`src/rtl/psw_flag_pkg.sv`:
```
package psw_flag_pkg;

  typedef enum logic [3:0] {
    OP_NONE  = 4'd0,
    OP_ADD   = 4'd1,
    OP_ADDC  = 4'd2,
    OP_SUBB  = 4'd3,
    OP_MUL   = 4'd4,
    OP_DIV   = 4'd5,
    OP_DA    = 4'd6,
    OP_RRC   = 4'd7,
    OP_RLC   = 4'd8,
    OP_CJNE  = 4'd9,
    OP_CLRC  = 4'd10,
    OP_SETBC = 4'd11,
    OP_CPLC  = 4'd12,
    OP_ANLC  = 4'd13,
    OP_ORLC  = 4'd14,
    OP_MOVC  = 4'd15
  } op_e;

  // value and enable for each of the three flags
  typedef struct packed {
    logic c;
    logic ov;
    logic ac;
    logic c_we;
    logic ov_we;
    logic ac_we;
  } flag_upd_t;

endpackage

```
`src/rtl/psw_arith_flags.sv`:
```
module psw_arith_flags
  import psw_flag_pkg::*;
#(
  parameter int DW = 8
) (
  input  op_e             op,
  input  logic [DW-1:0]   a,
  input  logic [DW-1:0]   o,
  input  logic [DW-1:0]   breg,
  input  logic            cin,
  output flag_upd_t       upd,
  output logic            mul_ovf,
  output logic            div_zero
);
  localparam int NIB = DW / 2;
  localparam int MSB = DW - 1;

  // returns {carry, overflow, half}
  function automatic logic [2:0] add_eval(input logic [DW-1:0] x, input logic [DW-1:0] y,
                                          input logic ci);
    logic [DW:0]  s;
    logic [NIB:0] lo;
    s  = {1'b0, x} + {1'b0, y} + {{DW{1'b0}}, ci};
    lo = {1'b0, x[NIB-1:0]} + {1'b0, y[NIB-1:0]} + {{NIB{1'b0}}, ci};
    return {s[DW], (x[MSB] == y[MSB]) && (s[MSB] != x[MSB]), lo[NIB]};
  endfunction

  // returns {borrow, overflow, half borrow}
  function automatic logic [2:0] sub_eval(input logic [DW-1:0] x, input logic [DW-1:0] y,
                                          input logic bi);
    logic [DW:0]  d;
    logic [NIB:0] lo;
    d  = {1'b0, x} - {1'b0, y} - {{DW{1'b0}}, bi};
    lo = {1'b0, x[NIB-1:0]} - {1'b0, y[NIB-1:0]} - {{NIB{1'b0}}, bi};
    return {d[DW], (x[MSB] != y[MSB]) && (d[MSB] != x[MSB]), lo[NIB]};
  endfunction

  function automatic logic prod_exceeds(input logic [DW-1:0] x, input logic [DW-1:0] y);
    logic [2*DW-1:0] p;
    p = {{DW{1'b0}}, x} * {{DW{1'b0}}, y};
    return p > {{DW{1'b0}}, {DW{1'b1}}};
  endfunction

  logic [2:0] add_res;
  logic [2:0] sub_res;

  assign add_res  = add_eval(a, o, (op == OP_ADDC) ? cin : 1'b0);
  assign sub_res  = sub_eval(a, o, cin);
  assign mul_ovf  = prod_exceeds(a, breg);
  assign div_zero = (breg == '0);

  always_comb begin
    upd = '0;
    unique case (op)
      OP_ADD, OP_ADDC: begin
        {upd.c, upd.ov, upd.ac}          = add_res;
        {upd.c_we, upd.ov_we, upd.ac_we} = 3'b111;
      end
      OP_SUBB: begin
        {upd.c, upd.ov, upd.ac}          = sub_res;
        {upd.c_we, upd.ov_we, upd.ac_we} = 3'b111;
      end
      OP_MUL: begin
        upd.ov    = mul_ovf;
        upd.c_we  = 1'b1;
        upd.ov_we = 1'b1;
      end
      OP_DIV: begin
        upd.ov    = div_zero;
        upd.c_we  = 1'b1;
        upd.ov_we = 1'b1;
      end
      default: upd = '0;
    endcase
  end

endmodule

```
`src/rtl/psw_carry_logic.sv`:
```
module psw_carry_logic
  import psw_flag_pkg::*;
#(
  parameter int DW = 8
) (
  input  op_e           op,
  input  logic [DW-1:0] a,
  input  logic [DW-1:0] o,
  input  logic          cin,
  input  logic          acin,
  input  logic          bit_val,
  input  logic          bit_inv,
  output logic          c_nxt,
  output logic          c_wr,
  output logic          da_carry,
  output logic          bit_eff
);
  localparam int NIB = DW / 2;
  localparam logic [DW:0]     LO_FIX = (DW+1)'(6);
  localparam logic [DW:0]     HI_FIX = LO_FIX << NIB;
  localparam logic [NIB-1:0]  DIGIT_MAX = NIB'(9);

  // decimal adjust: carry out of the two correction adds
  function automatic logic da_eval(input logic [DW-1:0] x, input logic ci, input logic hi);
    logic [DW:0] t1;
    logic [DW:0] t2;
    logic        lo_need;
    logic        hi_need;
    lo_need = (x[NIB-1:0] > DIGIT_MAX) || hi;
    t1      = {1'b0, x} + (lo_need ? LO_FIX : '0);
    hi_need = (t1[DW-1:NIB] > DIGIT_MAX) || ci || t1[DW];
    t2      = {1'b0, t1[DW-1:0]} + (hi_need ? HI_FIX : '0);
    return ci | t1[DW] | t2[DW];
  endfunction

  assign da_carry = da_eval(a, cin, acin);
  assign bit_eff  = bit_val ^ bit_inv;

  always_comb begin
    c_nxt = cin;
    c_wr  = 1'b1;
    unique case (op)
      OP_DA:    c_nxt = da_carry;
      OP_RRC:   c_nxt = a[0];
      OP_RLC:   c_nxt = a[DW-1];
      OP_CJNE:  c_nxt = (a < o);
      OP_CLRC:  c_nxt = 1'b0;
      OP_SETBC: c_nxt = 1'b1;
      OP_CPLC:  c_nxt = ~cin;
      OP_ANLC:  c_nxt = cin & bit_eff;
      OP_ORLC:  c_nxt = cin | bit_eff;
      OP_MOVC:  c_nxt = bit_val;
      default:  c_wr  = 1'b0;
    endcase
  end

endmodule

```
`src/rtl/psw_flag_unit.sv`:
```
module psw_flag_unit
  import psw_flag_pkg::*;
#(
  parameter int DW = 8
) (
  input  logic          clk,
  input  logic          rst_n,
  input  logic          in_valid,
  input  logic [3:0]    op,
  input  logic [DW-1:0] acc,
  input  logic [DW-1:0] opnd,
  input  logic [DW-1:0] breg,
  input  logic          c_old,
  input  logic          ov_old,
  input  logic          ac_old,
  input  logic          bit_val,
  input  logic          bit_inv,
  output logic          out_valid,
  output logic          c_new,
  output logic          ov_new,
  output logic          ac_new,
  output logic          c_we,
  output logic          ov_we,
  output logic          ac_we
);
  op_e       op_q;
  flag_upd_t arith_upd;
  flag_upd_t nxt;
  logic      mul_ovf;
  logic      div_zero;
  logic      carry_c;
  logic      carry_wr;
  logic      da_carry;
  logic      bit_eff;
  logic      sel_arith;

  assign op_q = op_e'(op);

  psw_arith_flags #(.DW(DW)) u_arith (
    .op(op_q), .a(acc), .o(opnd), .breg(breg), .cin(c_old),
    .upd(arith_upd), .mul_ovf(mul_ovf), .div_zero(div_zero)
  );

  psw_carry_logic #(.DW(DW)) u_carry (
    .op(op_q), .a(acc), .o(opnd), .cin(c_old), .acin(ac_old),
    .bit_val(bit_val), .bit_inv(bit_inv),
    .c_nxt(carry_c), .c_wr(carry_wr), .da_carry(da_carry), .bit_eff(bit_eff)
  );

  assign sel_arith = arith_upd.c_we;

  // merge: untouched flags pass their old value through
  always_comb begin
    nxt.c_we  = sel_arith | carry_wr;
    nxt.ov_we = arith_upd.ov_we;
    nxt.ac_we = arith_upd.ac_we;
    nxt.c     = sel_arith ? arith_upd.c : (carry_wr ? carry_c : c_old);
    nxt.ov    = nxt.ov_we ? arith_upd.ov : ov_old;
    nxt.ac    = nxt.ac_we ? arith_upd.ac : ac_old;
  end

  always_ff @(posedge clk or negedge rst_n) begin
    if (!rst_n) begin
      out_valid <= 1'b0;
      c_new     <= 1'b0;
      ov_new    <= 1'b0;
      ac_new    <= 1'b0;
      c_we      <= 1'b0;
      ov_we     <= 1'b0;
      ac_we     <= 1'b0;
    end else begin
      out_valid <= in_valid;
      c_we      <= in_valid & nxt.c_we;
      ov_we     <= in_valid & nxt.ov_we;
      ac_we     <= in_valid & nxt.ac_we;
      if (in_valid) begin
        c_new  <= nxt.c;
        ov_new <= nxt.ov;
        ac_new <= nxt.ac;
      end
    end
  end

endmodule

```
`config.mk`:
```
export PLATFORM = sky130hd
export DESIGN_NAME = psw_flag_unit
export DESIGN_NICKNAME = d
export VERILOG_FILES = /design/src/rtl/psw_flag_pkg.sv /design/src/rtl/psw_arith_flags.sv /design/src/rtl/psw_carry_logic.sv /design/src/rtl/psw_flag_unit.sv
export SDC_FILE = /design/constraint.sdc
export NUM_CORES = 1
export LEC_CHECK = 0
export BUFFER_PORTS_ARGS = -buffer_cell sky130_fd_sc_hd__clkbuf_2
export CAP_MARGIN = 10
export CORE_ASPECT_RATIO = 1.4
export CORE_MARGIN = 2
export CORE_UTILIZATION = 40
export CTS_CLUSTER_DIAMETER = 100
export DETAILED_ROUTE_END_ITERATION = 8
export GPL_TIMING_DRIVEN = 0
export PLACE_DENSITY_LB_ADDON = 0.2
export SETUP_SLACK_MARGIN = 0.15
export SYNTH_ARGS = -nofsm -noshare
export SYNTH_HDL_FRONTEND = slang
export SYNTH_SLANG_ARGS = --single-unit
```
`constraint.sdc`:
```
create_clock -name clk -period 1.13 [get_ports clk]
set_input_delay 0.1695 -clock clk [delete_from_list [all_inputs] [get_ports clk]]
set_output_delay 0.1695 -clock clk [all_outputs]
set_load 0.02 [all_outputs]
```
==> impl_metrics.yaml <==
run_status:
  run_status: "complete, but fails checks"
  violations: "negative setup slack"
global_routing:
  first_global_vias: 3189
  grt_pass1_wl_um: 14090
  antenna_found_initial: 0
  grt_start_max_net_pins: 14
  grt_usage_pct: 18.89
  grt.overflow.total: 0
clock_network:
  clkTransAtPathRegs_ns: 0.04
  htreeDepth: 1
  clk_path_buf_depth: 2
  insertion_delay_ns: 0.23
  numClockSinks: 7
  cts_tree: "done"
  cts-root-buf: "clkbuf_16"
  numCtsBuffers: 3
sta:
  worst_slew_pin_slew_ns: 0.4246
  min_period_ns: 4.088
  maxSlewViolCount: 0
  finalHoldViolCount: 0
  final.period_utilization_pct: 361.8
  hold_slack_ns: 0.1553
  setup_viol: 3
  finalSetupTns_ns: -4.811
  slew_headroom_pct: 71.32
  max_freq_mhz: 244.6
  fin_skew_ns: 0
  finalWorstSetupSlack_ns: -2.958
  rsz0062_at_grt: "true"
placed_design:
  dp.cells: 565
  dp_slack_ns: -3.342
  gp_congestion: 0.9375
  placed_area_mm2: 0.004006
  port_buffers: 41
  dp_hpwl_um: 7062
synthesis:
  syn_inst: 419
  synthMuxAreaShare_pct: 0.5795
  syn_nets: 558
  synthFlopType: "dfrtp_1"
  synth_top_family_by_area: "adder cells"
  synth_fa_ha_area_share_pct: 45.13
  synth_cell_type_count: 55
  avgSynthCellArea_um2: 8.245
  synth-simple-area-share_pct: 21.84
  synth_seq_cells: 7
  synth_xor_area_share_pct: 2.535
  synth_warnings: 0
  postSynth.asyncResetShare_pct: 100.0
  synth_edf_count: 0
  synthesis.area_mm2: 0.003455
  yosysSeqAreaShare_pct: 5.071
  synth_compound_area_share_pct: 14.85
routing:
  ant_nets: 0
  drt_iter0_drc: 38
  first_pass_iters: 4
  wl_per_cell_um: 14.45
  drc: 0
  routed_wl_um: 8296
  via_per_inst: 5.246
  vias: 3011
critical_path:
  worstPathRequired_ns: 1.24
  crit_type: "in2reg"
  end_kind: "flop"
  worstSetupStartpoint: "acc[4]"
  worstPathMaxFanout: 10
  ff2ff_path_depth: 3
  cp.arrival_ns: 4.20
  reg2reg_from: "ov_new"
  reg2reg_slack_ns: 0.35
  cp-start-kind: "input port"
cells_and_area:
  final_util_pct: 51.16
  multi_input_area_mm2: 0.003193
  num_antenna_cells: 0
  final_cell_mix: "inv_1 (72), ha_1 (54), and2_1 (43)"
  finalInstanceArea_mm2: 0.004353
  drive_above_1_share_pct: 24.31
  syn_to_final_growth_pct: 26.00
  seq_area_um2: 175.2
  final_common_cell: "inv_1"
  nets: 609
  final_cells: 574
  fillers: 810
worst_hold_path:
  whs_path_depth: 1
  hp-class: "in2reg"
  hp-start: "in_valid"
power_and_ir_drop:
  leakagePower_nw: 2.128
  max-vdd-ir-drop_mv: 1.049
  total_power_mw: 4.896
  power-per-cell-area_mw_per_mm2: 1125
floorplanning:
  start_util_pct: 40.60
  ios: 43
  die_x_um: 82.54
  core_area_mm2: 0.008508
  die_h_um: 114.0
  dieArea_mm2: 0.009406
  num_rows: 40
job:
  cap_violations: 0
## worst max-delay path, stage by stage
cell and delay [ns]:
clkbuf_2 0.11, buf_8 0.15, and2_1 0.17, fa_1 0.50, fa_1 0.51, fa_1 0.49, inv_1 0.05, fa_1 0.49
inv_2 0.05, ha_4 0.28, o21a_1 0.17, o2111a_1 0.23, a21oi_1 0.09, xnor2_1 0.13, nor4_1 0.26, nand4_1 0.19
o2bb2ai_1 0.17
## worst paths after layout
check / endpoint
setup / recovery: ov_new
hold / removal: out_valid
setup reg to reg: ov_new
hold reg to reg: ac_new
max in group asynchronous: ov_we
min in group asynchronous: c_we
## cell usage after synthesis (all sizes together), types with 7 or more instances
library cell  number  area [um2]
o21ai             15       75.07
nor3              13       65.06
dfrtp              7       175.2
a21oi             16       80.08
ha                67       838.3
inv               82       307.8
nand2             27       101.4
nand2b             8       50.05
nor2              16       67.56
xnor2             10       87.58
fa                36       720.7
and2              50       312.8
## routing by layer
layer | wire length [um] | global-route usage (%) | vias to the layer above
met1 | 3158 | 19.93 | 1453
met4 | 196 | 5.246 | 0
li1 | - | - | 1491
met3 | 193 | 1.741 | 13
met2 | 4747 | 37.85 | 54
met5 | 0 | 0 | -
## registers in the layout (all words and copies together), names as in the netlist
name	count
ac_we	1
out_valid	1
c_we	1
c_new	1
ac_new	1
ov_new	1
ov_we	1
## logic make-up after synthesis
kind of cell	count (synthesis)
fa+ha+maj	103
xor+xnor	10
mux	2
compound gates	72
simple gates	136
buf+inv	89
flops	7
## power by group
| part | switching [mW] | internal, mW | total, mW |
|---|---|---|---|
| Sequential | 0.00965 | 0.274 | 0.283 |
| Clock | 0.128 | 0.469 | 0.597 |
| Combinational | 2.12 | 1.89 | 4.02 |
| Total | 2.26 | 2.64 | 4.90 |
## layout make-up
cell class / instances / area share, %
repair buffers: 46 / 7.272
inverters: 82 / 7.588
clock buffers: 4 / 1.811
well taps: 105 / 3.018
plain buffers: 7 / 2.932
multi-input cells: 323 / 73.35
flip-flops and latches: 7 / 4.024
## repair_timing
action,in CTS,in global routing
resized for setup,29,29
endpoints found under the setup margin,3,3
pin swaps,12,15
hold buffers,1,0
setup buffers,4,0
endpoints found under the hold margin,7,0
(Power assumes the default switching activity.)
